[src/rtl/movdec_pkg.sv]
`timescale 1ns/1ps
// Shared types for the data-move decoder.
package movdec_pkg;
    typedef enum logic [1:0] {
        OPW_8  = 2'd0,
        OPW_16 = 2'd1,
        OPW_32 = 2'd2
    } opw_e;

    typedef enum logic [2:0] {
        ST_LEAD,   // expecting override byte or opcode
        ST_OPC,    // override seen, expecting opcode
        ST_MODRM,
        ST_SIB,
        ST_DISP
    } st_e;

    typedef struct packed {
        logic legal;
        logic byte_op;
        logic to_rm;
        logic has_modrm;
    } opc_info_t;
endpackage

[src/rtl/movdec_opclass.sv]
`timescale 1ns/1ps
// Opcode classifier. Purely combinational.
// Assumes the byte on opc is an opcode position; it says nothing about
// prefixes, which the caller filters out first.
module movdec_opclass
    import movdec_pkg::*;
(
    input  logic [7:0] opc,
    output opc_info_t  info
);
    // Classify the family: 88h..8Bh use bit0 for width and bit1 for direction.
    always_comb begin
        info = '0;
        if (opc[7:2] == 6'b100010) begin
            info.legal     = 1'b1;
            info.byte_op   = ~opc[0];
            info.to_rm     = ~opc[1];
            info.has_modrm = 1'b1;
        end else if (opc == 8'hA0) begin
            info.legal     = 1'b1;
            info.byte_op   = 1'b1;
            info.to_rm     = 1'b0;
            info.has_modrm = 1'b0;
        end
    end
endmodule

[src/rtl/movdec_form.sv]
`timescale 1ns/1ps
// Addressing-form calculator: from mod, r/m and the default mode it
// derives whether a SIB byte follows and how many displacement bytes follow.
// Assumes CNT_W can hold the value 4.
module movdec_form #(
    parameter int CNT_W = 3
) (
    input  logic             mode32,
    input  logic [1:0]       mod_f,
    input  logic [2:0]       rm_f,
    output logic             need_sib,
    output logic [CNT_W-1:0] disp_bytes
);
    // SIB exists only in 32-bit mode for memory forms with r/m = 4.
    always_comb need_sib = mode32 && (mod_f != 2'b11) && (rm_f == 3'd4);

    // Displacement byte count per mod value.
    always_comb begin
        unique case (mod_f)
            2'b11:   disp_bytes = '0;
            2'b01:   disp_bytes = CNT_W'(1);
            2'b10:   disp_bytes = mode32 ? CNT_W'(4) : CNT_W'(2);
            default: begin
                if (mode32 && rm_f == 3'd5)       disp_bytes = CNT_W'(4);
                else if (!mode32 && rm_f == 3'd6) disp_bytes = CNT_W'(2);
                else                              disp_bytes = '0;
            end
        endcase
    end
endmodule

[src/rtl/movdec_disp.sv]
`timescale 1ns/1ps
// Little-endian displacement assembler. Each loaded byte is placed at
// byte lane idx. value shows the result including the byte on byte_in,
// sign-extended from 8 bits when sext is set.
// Assumes idx < DISP_W/8 whenever load is high.
module movdec_disp #(
    parameter int DISP_W = 32,
    parameter int CNT_W  = 3
) (
    input  logic              clk,
    input  logic              rst_n,
    input  logic              clr,
    input  logic              load,
    input  logic [CNT_W-1:0]  idx,
    input  logic [7:0]        byte_in,
    input  logic              sext,
    output logic [DISP_W-1:0] value
);
    logic [DISP_W-1:0] acc_q;
    logic [DISP_W-1:0] merged;

    // Insert the incoming byte into its lane.
    always_comb merged = acc_q | ({{(DISP_W-8){1'b0}}, byte_in} << {idx, 3'b000});

    // Final value: single-byte forms are sign-extended.
    always_comb value = sext ? {{(DISP_W-8){byte_in[7]}}, byte_in} : merged;

    // Hold partial displacement between bytes.
    always_ff @(posedge clk) begin
        if (!rst_n || clr) acc_q <= '0;
        else if (load)     acc_q <= merged;
    end
endmodule

[src/rtl/movdec_top.sv]
`timescale 1ns/1ps
// Byte-serial decoder for the 88h/89h/8Ah/8Bh/A0h move family.
// Accepts one byte per cycle when in_valid is high (never stalls) and
// registers one record per instruction, visible the cycle after its last
// byte. Assumes mode32 is stable from the opcode byte to the last byte.
module movdec_top
    import movdec_pkg::*;
#(
    parameter int         DISP_BYTES = 4,
    parameter int         LEN_W      = 4,
    parameter logic [7:0] PREFIX     = 8'h66
) (
    input  logic                      clk,
    input  logic                      rst_n,
    input  logic                      mode32,
    input  logic                      in_valid,
    input  logic [7:0]                in_data,
    output logic                      in_ready,
    output logic                      out_valid,
    output logic                      out_illegal,
    output logic [1:0]                out_width,
    output logic                      out_to_rm,
    output logic [2:0]                out_reg,
    output logic [2:0]                out_rm,
    output logic [1:0]                out_mod,
    output logic                      out_sib_valid,
    output logic [7:0]                out_sib,
    output logic [8*DISP_BYTES-1:0]   out_disp,
    output logic [LEN_W-1:0]          out_len
);
    localparam int DISP_W = 8 * DISP_BYTES;
    localparam int CNT_W  = $clog2(DISP_BYTES + 1);

    st_e              state_q;
    logic             pfx_q, m32_q, byte_q, to_rm_q, sibv_q;
    logic [2:0]       reg_q, rm_q;
    logic [1:0]       mod_q;
    logic [7:0]       sib_q;
    logic [CNT_W-1:0] dcnt_q, idx_q;
    logic [LEN_W-1:0] len_q;

    opc_info_t        info;
    logic             f_sib;
    logic [CNT_W-1:0] f_cnt;
    logic             opc_now, emit, emit_ill, last_disp;
    logic [DISP_W-1:0] disp_val;
    opw_e             rec_w;

    assign in_ready = 1'b1;

    movdec_opclass opc_i (
        .opc  (in_data),
        .info (info)
    );

    movdec_form #(.CNT_W(CNT_W)) form_i (
        .mode32     (m32_q),
        .mod_f      (in_data[7:6]),
        .rm_f       (in_data[2:0]),
        .need_sib   (f_sib),
        .disp_bytes (f_cnt)
    );

    movdec_disp #(.DISP_W(DISP_W), .CNT_W(CNT_W)) disp_i (
        .clk     (clk),
        .rst_n   (rst_n),
        .clr     (emit),
        .load    (in_valid && state_q == ST_DISP),
        .idx     (idx_q),
        .byte_in (in_data),
        .sext    (dcnt_q == CNT_W'(1)),
        .value   (disp_val)
    );

    // The current byte is an opcode when it follows a prefix or is not one.
    always_comb opc_now = (state_q == ST_OPC) || (state_q == ST_LEAD && in_data != PREFIX);

    always_comb last_disp = (idx_q == dcnt_q - CNT_W'(1));

    // Decide whether the byte accepted now finishes an instruction.
    always_comb begin
        emit     = 1'b0;
        emit_ill = 1'b0;
        if (in_valid) begin
            unique case (state_q)
                ST_LEAD, ST_OPC: begin
                    emit_ill = opc_now && !info.legal;
                    emit     = emit_ill;
                end
                ST_MODRM: emit = !f_sib && (f_cnt == '0);
                ST_SIB:   emit = (dcnt_q == '0);
                ST_DISP:  emit = last_disp;
                default:  emit = 1'b0;
            endcase
        end
    end

    // Effective width: byte opcodes fixed, others default mode XOR override.
    always_comb rec_w = byte_q ? OPW_8 : ((m32_q ^ pfx_q) ? OPW_32 : OPW_16);

    // Sequencer: walks prefix, opcode, ModR/M, SIB and displacement bytes.
    always_ff @(posedge clk) begin
        if (!rst_n) begin
            state_q <= ST_LEAD;
            pfx_q   <= 1'b0;
            m32_q   <= 1'b0;
            byte_q  <= 1'b0;
            to_rm_q <= 1'b0;
            sibv_q  <= 1'b0;
            reg_q   <= '0;
            rm_q    <= '0;
            mod_q   <= '0;
            sib_q   <= '0;
            dcnt_q  <= '0;
            idx_q   <= '0;
            len_q   <= '0;
        end else if (in_valid) begin
            if (emit) begin
                state_q <= ST_LEAD;
                pfx_q   <= 1'b0;
                sibv_q  <= 1'b0;
                idx_q   <= '0;
                len_q   <= '0;
            end else begin
                len_q <= len_q + LEN_W'(1);
                if (opc_now) begin
                    m32_q   <= mode32;
                    byte_q  <= info.byte_op;
                    to_rm_q <= info.to_rm;
                    if (info.has_modrm) begin
                        state_q <= ST_MODRM;
                    end else begin
                        reg_q   <= 3'd0;
                        mod_q   <= 2'b00;
                        rm_q    <= mode32 ? 3'd5 : 3'd6;
                        dcnt_q  <= mode32 ? CNT_W'(4) : CNT_W'(2);
                        idx_q   <= '0;
                        state_q <= ST_DISP;
                    end
                end else begin
                    unique case (state_q)
                        ST_LEAD: begin
                            pfx_q   <= 1'b1;
                            state_q <= ST_OPC;
                        end
                        ST_MODRM: begin
                            mod_q   <= in_data[7:6];
                            reg_q   <= in_data[5:3];
                            rm_q    <= in_data[2:0];
                            dcnt_q  <= f_cnt;
                            idx_q   <= '0;
                            state_q <= f_sib ? ST_SIB : ST_DISP;
                        end
                        ST_SIB: begin
                            sib_q   <= in_data;
                            sibv_q  <= 1'b1;
                            state_q <= ST_DISP;
                        end
                        ST_DISP: idx_q <= idx_q + CNT_W'(1);
                        default: state_q <= ST_LEAD;
                    endcase
                end
            end
        end
    end

    // Output record register, loaded once per finished instruction.
    always_ff @(posedge clk) begin
        if (!rst_n) begin
            out_valid     <= 1'b0;
            out_illegal   <= 1'b0;
            out_width     <= '0;
            out_to_rm     <= 1'b0;
            out_reg       <= '0;
            out_rm        <= '0;
            out_mod       <= '0;
            out_sib_valid <= 1'b0;
            out_sib       <= '0;
            out_disp      <= '0;
            out_len       <= '0;
        end else begin
            out_valid <= emit;
            if (emit) begin
                out_illegal   <= emit_ill;
                out_width     <= emit_ill ? 2'd0 : rec_w;
                out_to_rm     <= !emit_ill && to_rm_q;
                out_reg       <= emit_ill ? 3'd0 : (state_q == ST_MODRM ? in_data[5:3] : reg_q);
                out_rm        <= emit_ill ? 3'd0 : (state_q == ST_MODRM ? in_data[2:0] : rm_q);
                out_mod       <= emit_ill ? 2'd0 : (state_q == ST_MODRM ? in_data[7:6] : mod_q);
                out_sib_valid <= !emit_ill && (state_q == ST_SIB || sibv_q);
                out_sib       <= emit_ill ? 8'd0 : (state_q == ST_SIB ? in_data : (sibv_q ? sib_q : 8'd0));
                out_disp      <= (state_q == ST_DISP) ? disp_val : '0;
                out_len       <= len_q + LEN_W'(1);
            end
        end
    end
endmodule

[config.mk]
export PLATFORM = sky130hd
export DESIGN_NAME = movdec_top
export DESIGN_NICKNAME = d
export VERILOG_FILES = /design/src/rtl/movdec_pkg.sv /design/src/rtl/movdec_opclass.sv /design/src/rtl/movdec_form.sv /design/src/rtl/movdec_disp.sv /design/src/rtl/movdec_top.sv
export SDC_FILE = /design/constraint.sdc
export NUM_CORES = 1
export LEC_CHECK = 0
export ABC_AREA = 1
export BUFFER_PORTS_ARGS = -buffer_cell sky130_fd_sc_hd__buf_2
export CAP_MARGIN = 10
export CELL_PAD_IN_SITES_DETAIL_PLACEMENT = 0
export CELL_PAD_IN_SITES_GLOBAL_PLACEMENT = 1
export CORE_ASPECT_RATIO = 0.5
export CORE_MARGIN = 3
export CORE_UTILIZATION = 39
export CTS_BUF_LIST = sky130_fd_sc_hd__clkbuf_8
export DETAILED_ROUTE_END_ITERATION = 7
export PLACE_DENSITY_LB_ADDON = 0.2
export SYNTH_ARGS = -nofsm -noshare
export SYNTH_HDL_FRONTEND = slang
export SYNTH_HIERARCHICAL = 1
export SYNTH_SLANG_ARGS = --single-unit
[constraint.sdc]
create_clock -name clk -period 2.2 [get_ports clk]
set_input_delay 0.66 -clock clk [delete_from_list [all_inputs] [get_ports clk]]
set_output_delay 0.66 -clock clk [all_outputs]
set_load 0.1 [all_outputs]
==> flow_summary.yaml, run 1 <==
route:
  drtIter0Drc: 392
  finalWirelength_um: 15600
  avgViaCountPerCell: 4.67
  drc: 0
  dr.pass1.iters: 4
  wire_per_inst_um: 13.1
  via_count: 5539
  final_antenna_net_count: 0
grt:
  grt_pass1_vias: 5167
  overflow: 0
  grt_max_degree: 33
  grt_usage: 0.193
  antenna_found_initial: 0
  grt_pass1_wl_um: 26200
floorplan:
  ios: 71
  die-area_um2: 16800
  start_util: 0.405
  coreArea_um2: 14700
  die_h_um: 93.2
  rows: 31
  die_w_um: 180
clocking:
  cts_sinks: 124
  cts.path.max_buffers: 2
  cts_post_setup_buffers_inserted: 0
  cts_root_buffer: "clkbuf_8"
  path_clk_slew_ns: 0.08
  h-tree-depth: 4
  cts_inserted_buffers: 17
  clk-insertion-delay-late_ns: 0.43
  cts_tree: "yes"
timing:
  finalHoldViolations: 0
  worstMarginPinSlew_ns: 0.524
  layout_setup_ws_ns: 0.146
  setup_viol: 0
  timing.final.crit_period_ns: 2.05
  fin_skew_ns: 0.0120
  grt_setup_unrepaired: "yes"
  drv_slew: 0
  fmaxAchievable_mhz: 487
  max-slew-margin-rel: 0.647
  post-route-period-util: 0.934
logic_synthesis:
  yosysSeqAreaShare: 0.419
  synth_warnings: 6
  synth.avg_cell_area_um2: 6.83
  synthMostInstantiatedCell: "nand2_1"
  synth_cells: 868
  synthesis.area_um2: 5930
  yosysTopAreaCellShare: 0.419
  synth_top_flop_cell: "dfxtp_1"
  synth_common_cells: "nand2_1 (278), dfxtp_1 (124), inv_1 (121)"
  yosysUniqueCellTypes: 38
  synthArstFlopShare: 0
  syn_nets: 885
  synth_edf_count: 0
  synth_area_leaders: "dfxtp_1 (42%), nand2_1 (18%), inv_1 (7.7%)"
  yosys.area.top_type: "dfxtp_1"
  synth-seq-cells: 124
worst_hold_path:
  min_path_type: "reg2reg"
worst_setup_path:
  cp_num_buf_inv: 4
  critPathLaunchType: "flop"
  critical_path_arrival_ns: 2.41
  crit_path_end_kind: "flop"
  path_common_cell: "nand2_1"
  worstPathMaxFanout: 5
  crit_type: "reg2reg"
  path_cells: "inv_1 > ha_1 > inv_1 > nand2_1 > nand2_1 > nand2_1 > nor2_1 > nand2_1 > nand3_4 > nand2_8 > buf_4 > nor2_4 > nand2_4 > buf_4 > o21ai_1"
  cp_slowest_cell: "dfxtp_1"
  cp.required_ns: 2.56
  critPathTopFamily: "simple AND/OR/NAND/NOR gates"
  slowest_delay_ns: 0.33
placement:
  hpwl_um: 11300
  pre_cts_ws_ns: -0.149
  gp_congestion: 0.903
  io_buffers: 69
  post-place-cells: 1154
  placed_area_um2: 6750
final_layout:
  fin_cells: 1186
  finalInstanceArea_um2: 7190
  layout.nets: 992
  antennaDiodeCount: 0
  top_regs: "disp_i/acc_q x32, out_disp x32"
  fin_util: 0.490
  final_layout_size_suffix_gt1_frac: 0.192
  syn2layout_area_growth_pct: 21.2
pwr:
  internal_power_mw: 3.62
  p_clk_frac: 0.450
  vdd_drop_max_v: 0.000300
  switching_share: 0.254
  finalPower_mw: 4.86
  switchingPower_mw: 1.23
  p_per_area_nw_per_um2: 676
  power.leakage_nw: 3.40
  power_frac_comb: 0.084
  p_seq_frac: 0.467
job:
  drv_cap: 0
outcome:
  status: "finished, final reports clean"
-- cell type report --
cell class / instances / area [µm²]
Clock buffer: 18 / 248
Clock inverter: 14 / 179
Fill cell: 1541 / 7470
Inverter: 129 / 490
Multi-Input combinational cell: 580 / 2740
Sequential cell: 124 / 2480
Tap cell: 198 / 248
Timing Repair Buffer: 123 / 801
-- metrics by stage --
stage	hold WS [ns]	setup TNS [ns]
final	0.451	0
after global routing	0.467	-0.0424
after floorplan	0.430	0
after detailed placement	0.440	-6.15
after CTS	0.453	0
after global placement	0.434	-3.34
-- worst min-delay path, stage by stage, from the launching register on --
cell     delay (ns)
dfxtp_1        0.31
nand2_1        0.06
nand2_1        0.04
-- metal layers --
| layer | wire, µm | part of all wire | GRT usage | vias up |
|---|---|---|---|---|
| li1 | - | - | - | 2923 |
| met1 | 8030 | 0.52 | 0.262 | 2515 |
| met2 | 6860 | 0.44 | 0.309 | 88 |
| met3 | 574 | 0.037 | 0.0482 | 13 |
| met4 | 112 | 0.0072 | 0.0491 | 0 |
| met5 | 0 | 0 | 0 | - |
-- final timing paths --
check	cells after the start	to	startpoint	slack, ns
max	15	out_sib_valid	dcnt_q[0]	0.15
min	2	out_mod[1]	out_mod[1]	0.45
max reg2reg	15	out_sib_valid	dcnt_q[0]	0.15
min reg2reg	2	out_mod[1]	out_mod[1]	0.45
-- cell usage in the layout, fill, tap and decap left out, types with 2 or more instances in the layout --
master	netlist	layout
inv_2	7	7
a22o_1	2	2
clkinv_2	0	3
inv_1	121	123
xnor2_1	3	3
o21ai_0	50	48
nor2_1	52	52
o21ai_1	39	41
nand2_4	1	2
nor3_1	2	2
nand3_1	27	27
dfxtp_1	124	124
clkinv_4	0	2
nor2_4	7	7
a21oi_1	72	72
nand3_2	4	4
o211ai_1	6	6
clkbuf_8	1	18
ha_1	5	5
nand3_4	2	2
bufinv_16	0	4
o21a_1	2	2
buf_2	9	69
clkinvlp_4	0	3
nand4_1	5	5
buf_4	4	50
nand2_2	4	3
buf_12	0	4
a211oi_1	3	3
nand2_1	278	278
nor2_2	8	8
-- what timing repair did --
action                     4_1_cts  5_1_grt
resized for setup                0        4
hold buffers                     0        0
setup endpoints to repair        0       13
-- power groups by stage --
stage                     Combinational, mW  Sequential [mW]  Clock (mW)
final                                 0.406             2.27        2.18
after global routing                  0.439             2.27        2.35
after CTS                             0.406             2.27        2.25
after detailed placement              0.405             2.32           0
after global placement                0.403             2.32           0
after floorplan                       0.174             2.41           0
-- logic make-up (layout without fill, tap and decap cells) --
logic type,count (synthesis),in the layout,synth area share
DFF,124,124,0.419
other,1,1,0.000632
adders and majority gates,5,5,0.0105
muxes,1,1,0.00169
and+or+nand+nor,393,393,0.287
xor gates and xnor gates,4,4,0.00591
AOI/OAI and AO/OA,176,176,0.155
buffers and inverters,164,284,0.120
No activity file was read; power rests on OpenSTA's default activity.
==> run 2: changes to the inputs <==
--- a/config.mk
+++ b/config.mk
@@ -13,5 +13,5 @@
 export CORE_ASPECT_RATIO = 0.5
 export CORE_MARGIN = 3
-export CORE_UTILIZATION = 39
+export CORE_UTILIZATION = 30
 export CTS_BUF_LIST = sky130_fd_sc_hd__clkbuf_8
 export DETAILED_ROUTE_END_ITERATION = 7
==> constraint.sdc (replaced) <==
create_clock -name clk -period 2.2 [get_ports clk]
set_input_delay 0.11 -clock clk [delete_from_list [all_inputs] [get_ports clk]]
set_output_delay 0.11 -clock clk [all_outputs]
set_load 0.1 [all_outputs]
==> run 2 against run 1 <==
Compared with the run above:
- sequential cell count unchanged
- via count increased by 0.63%
- clock skew increased by 0.00061 ns
- maximum frequency increased by 0.51%
- design area increased by 0.42%
- register-to-register slack improved by 0.02 ns
- hold slack got worse by 0.38 ns
- core utilization decreased by 11 points
- sequential power about the same
- critical endpoint is now dcnt_q[0]
==> flow_summary.yaml, run 2 (synthesis results as in run 1) <==
placement:
  hpwl_um: 11800
  pre_cts_ws_ns: 0.0365
  io_buffers: 69
  gp_congestion: 0.868
worst_setup_path:
  worstPathMaxFanout: 10
  cp.required_ns: 2.51
  crit_end: "dcnt_q[0]"
  r2r_slack_ns: 0.17
  r2r-start: "dcnt_q[0]"
  crit_path_end_kind: "flop"
  crit_type: "in2reg"
  critPathLaunchType: "input pin"
  crit_start: "in_data[6]"
  critical_path_arrival_ns: 2.35
  timing.rr.end: "disp_i/acc_q[4]"
  r2r_cells: 15
job:
  drv_cap: 0
pwr:
  power.leakage_nw: 3.31
  finalPower_mw: 5.18
  vdd_drop_max_v: 0.000349
  p_per_area_nw_per_um2: 718
timing:
  grt_setup_unrepaired: "yes"
  worstMarginPinSlew_ns: 0.546
  whs_ns: 0.0693
  fin_skew_ns: 0.0126
  tns_ns: 0
  max-slew-margin-rel: 0.636
  fmaxAchievable_mhz: 489
  layout_setup_ws_ns: 0.156
  timing.final.crit_period_ns: 2.04
  setup_viol: 0
  post-route-period-util: 0.929
  drv_slew: 0
  finalHoldViolations: 0
floorplan:
  die_w_um: 205
  coreArea_um2: 18900
  start_util: 0.314
  ios: 71
  rows: 35
  die-area_um2: 21600
  die_h_um: 105
grt:
  grt_max_degree: 52
  grt_pass1_wl_um: 27800
  grt_usage: 0.163
  antenna_found_initial: 0
  overflow: 0
  grt_pass1_vias: 5226
clocking:
  cts_inserted_buffers: 17
  cts.path.max_buffers: 2
  cts_root_buffer: "clkbuf_8"
  h-tree-depth: 4
  path_clk_slew_ns: 0.08
  cts_sinks: 124
  cts_tree: "yes"
  clk-insertion-delay-late_ns: 0.45
final_layout:
  top_regs: "disp_i/acc_q x32, out_disp x32"
  fillers: 2018
  antennaDiodeCount: 0
  final_layout_size_suffix_gt1_frac: 0.178
  final_cell_mix: "nand2_1 (275), dfxtp_1 (123), inv_1 (121)"
  syn2layout_area_growth_pct: 21.7
  final_common_cell: "nand2_1"
  layout.nets: 970
route:
  via_count: 5574
  avgViaCountPerCell: 4.55
  drtIter0Drc: 309
  wire_per_inst_um: 14.6
  finalWirelength_um: 17900
  final_antenna_net_count: 0
  drc: 0
  dr.pass1.iters: 7
outcome:
  status: "finished, final reports clean"
worst_hold_path:
  hold_depth: 3
  min_path_type: "in2reg"
[run 2: worst min-delay path by stage]
| stage | from | to |
|---|---|---|
| after detailed placement | out_mod[0] | out_mod[0] |
| after global routing | in_data[7] | sib_q[7] |
| after floorplan | in_data[1] | sib_q[1] |
| final | in_data[2] | sib_q[2] |
| after CTS | in_data[2] | sib_q[2] |
| after global placement | out_reg[2] | out_reg[2] |
[run 2: cell type report]
class / instances / area, µm² / area share
sequential: 124 / 2480 / 0.344
clock buffer: 18 / 248 / 0.0343
tap: 259 / 324 / 0.0449
clock inverter: 14 / 243 / 0.0336
timing repair buffer: 98 / 654 / 0.0907
multi-input combinational: 583 / 2780 / 0.385
inverter: 129 / 489 / 0.0678
[run 2: timing repair]
| action | CTS | global route |
|---|---|---|
| gates resized for setup | 0 | 9 |
| hold endpoints to repair | 2 | 0 |
| setup buffers | 0 | 4 |
| endpoints found under the setup margin | 0 | 69 |
| hold buffers | 2 | 0 |
[run 2: power breakdown]
part	total, mW	switching [mW]	internal, mW
registers	2.27	0.00845	2.26
clock network	2.50	1.00	1.50
logic	0.416	0.313	0.103
total	5.18	1.32	3.86
[run 2: critical path: stages]
cell,delay [ns]
dlygate4sd3_1,0.54
clkbuf_4,0.20
nand2_1,0.07
nand2_1,0.06
nor2_1,0.11
inv_1,0.08
nand3_1,0.11
nor2_1,0.06
nor2_2,0.12
nand3_4,0.12
buf_4,0.19
nor2_4,0.20
nand2_2,0.14
a21oi_1,0.17
nor3_1,0.06
[run 2: metrics by stage]
step / instance area [µm²] / std cells / util
after floorplan: 5930 / 868 / -
after global placement: 6560 / 1183 / 0.348
after detailed placement: 6560 / 1183 / 0.348
after CTS: 7070 / 1217 / 0.375
after global routing: 7220 / 1225 / 0.382
final: 7220 / 1225 / 0.382
[run 2: routing by layer]
| layer | share of wire | track usage | wire length (µm) |
|---|---|---|---|
| met2 | 0.45 | 0.255 | 7990 |
| met3 | 0.032 | 0.0352 | 575 |
| met5 | 0 | 0 | 0 |
| met1 | 0.51 | 0.226 | 9150 |
| met4 | 0.011 | 0.0466 | 198 |
==> run 3: changes to the inputs <==
PLACE_DENSITY = 0.67   (was unset)
PLACE_DENSITY_LB_ADDON = unset   (was 0.2)
==> run 3 against run 2 <==
Compared with the run above:
- clock skew rose by 0.0034 ns
- sequential power barely moved
- hold slack got worse by 0.0024 ns
- highest routed layer unchanged
==> flow_summary.yaml, run 3 (synthesis results as in run 1) <==
route:
  drc: 0
  avgViaCountPerCell: 4.53
  drtIter0Drc: 258
  wire_per_inst_um: 14.4
  via_count: 5551
  final_antenna_net_count: 0
  dr.pass1.iters: 5
  finalWirelength_um: 17600
worst_setup_path:
  timing.rr.end: "out_width[1]"
  critPathLaunchType: "flop"
  path_cells: "inv_1 > ha_1 > inv_1 > nand2_1 > nand2_1 > nand2_1 > nor2_1 > nand2_1 > nand3_4 > nand2_8 > inv_4 > buf_4 > nand2_2 > o31ai_1"
  cp_slowest_cell: "dfxtp_1"
  r2r-start: "dcnt_q[0]"
  cp.required_ns: 2.56
  r2r_slack_ns: 0.16
  crit_type: "reg2reg"
  critical_path_arrival_ns: 2.41
  slowest_delay_ns: 0.33
  r2r_cells: 14
  worstPathMaxFanout: 13
  path_common_cell: "nand2_1"
  crit_path_end_kind: "flop"
final_layout:
  finalInstanceArea_um2: 7100
  top_regs: "disp_i/acc_q x32, out_disp x32"
  final_common_cell: "nand2_1"
  final_cell_mix: "nand2_1 (276), dfxtp_1 (123), inv_1 (122)"
  fillers: 2053
  antennaDiodeCount: 0
  fin_util: 0.376
  final_layout_size_suffix_gt1_frac: 0.177
  layout.nets: 970
  fin_cells: 1225
  syn2layout_area_growth_pct: 19.7
timing:
  finalHoldViolations: 0
  fin_skew_ns: 0.0159
  fmaxAchievable_mhz: 489
  post-route-period-util: 0.929
  drv_slew: 0
  max-slew-margin-rel: 0.638
  tns_ns: 0
  timing.final.crit_period_ns: 2.04
  setup_viol: 0
  worstMarginPinSlew_ns: 0.542
  grt_setup_unrepaired: "yes"
grt:
  overflow: 0
  grt_pass1_wl_um: 28000
  grt_pass1_vias: 5227
  antenna_found_initial: 0
  grt_max_degree: 33
  grt_usage: 0.164
worst_hold_path:
  min_from: "in_data[6]"
  hold_depth: 3
  min_to: "sib_q[6]"
  min_path_type: "in2reg"
clocking:
  cts.path.max_buffers: 2
  cts_root_buffer: "clkbuf_8"
  h-tree-depth: 4
  cts_sinks: 124
  clk-insertion-delay-late_ns: 0.45
  path_clk_slew_ns: 0.08
  cts_inserted_buffers: 17
  cts_tree: "yes"
floorplan:
  rows: 35
  start_util: 0.314
  coreArea_um2: 18900
  ios: 71
  die_w_um: 205
  die_h_um: 105
  die-area_um2: 21600
job:
  drv_cap: 0
placement:
  gp_congestion: 0.840
  post-place-cells: 1189
  placed_area_um2: 6600
  io_buffers: 69
  hpwl_um: 11900
pwr:
  vdd_drop_max_v: 0.000370
  p_per_area_nw_per_um2: 701
  power.leakage_nw: 3.28
outcome:
  status: "finished, final reports clean"
## run 3: power by group
part / total, mW / internal (mW) / switching [mW] / leakage (nW)
sequential: 2.27 / 2.26 / 0.00944 / 1.00
combinational: 0.393 / 0.0909 / 0.302 / 2.06
clock: 2.31 / 1.32 / 0.997 / 0.218
## run 3: cell type report
class / count / area (µm²) / share of cell area
multi-input cells: 582 / 2760 / 0.389
flip-flops and latches: 124 / 2480 / 0.350
well taps: 259 / 324 / 0.0457
repair buffers: 99 / 598 / 0.0843
clock buffers: 20 / 275 / 0.0388
inverters: 129 / 487 / 0.0686
clock inverters: 12 / 169 / 0.0238
## run 3: worst max-delay path: cells and delay by family, from the launching register on
family / cells / cell delay, ns
AOI/OAI and AO/OA: 1 / 0.20
buffers and inverters: 4 / 0.49
and+or+nand+nor: 8 / 0.62
adders and majority gates: 1 / 0.31
DFF: 1 / 0.33
## run 3: metrics by stage
stage	total power, mW	hold slack [ns]	setup slack [ns]
6_report	4.97	0.0669	0.155
5_1_grt	5.15	0.0631	-0.0101
4_1_cts	5.05	0.0436	0.00149
3_5_place_dp	2.70	0.432	-0.00774
3_3_place_gp	2.70	0.425	0.0408
2_1_floorplan	2.58	0.245	0.186
## run 3: timing repair
| item | CTS | global route |
|---|---|---|
| cloned | 1 | 1 |
| pin swaps | 3 | 3 |
| resized for setup | 0 | 5 |
| buffers inserted | 0 | 1 |
| endpoints found under the setup margin | 43 | 74 |
| endpoints found under the hold margin | 1 | 0 |
| hold buffers | 1 | 0 |
## run 3: metal layers
layer / part of all wire / up-vias / track usage
met3: 0.048 / 14 / 0.0401
met2: 0.44 / 108 / 0.262
met4: 0.012 / 0 / 0.0417
li1: - / 2895 / -
met1: 0.50 / 2534 / 0.223
met5: 0 / - / 0
## run 3: how the worst max path moves through the flow
stage,start,to,slack (ns),cells past startpoint
after floorplan,dcnt_q[0],disp_i/acc_q[24],0.19,15
after global placement,in_data[6],out_len[3],0.04,12
after detailed placement,dcnt_q[1],out_disp[1],-0.008,14
after CTS,m32_q,out_sib[7],0.001,12
after global routing,dcnt_q[0],out_width[1],-0.01,14
final,dcnt_q[0],out_width[1],0.16,14
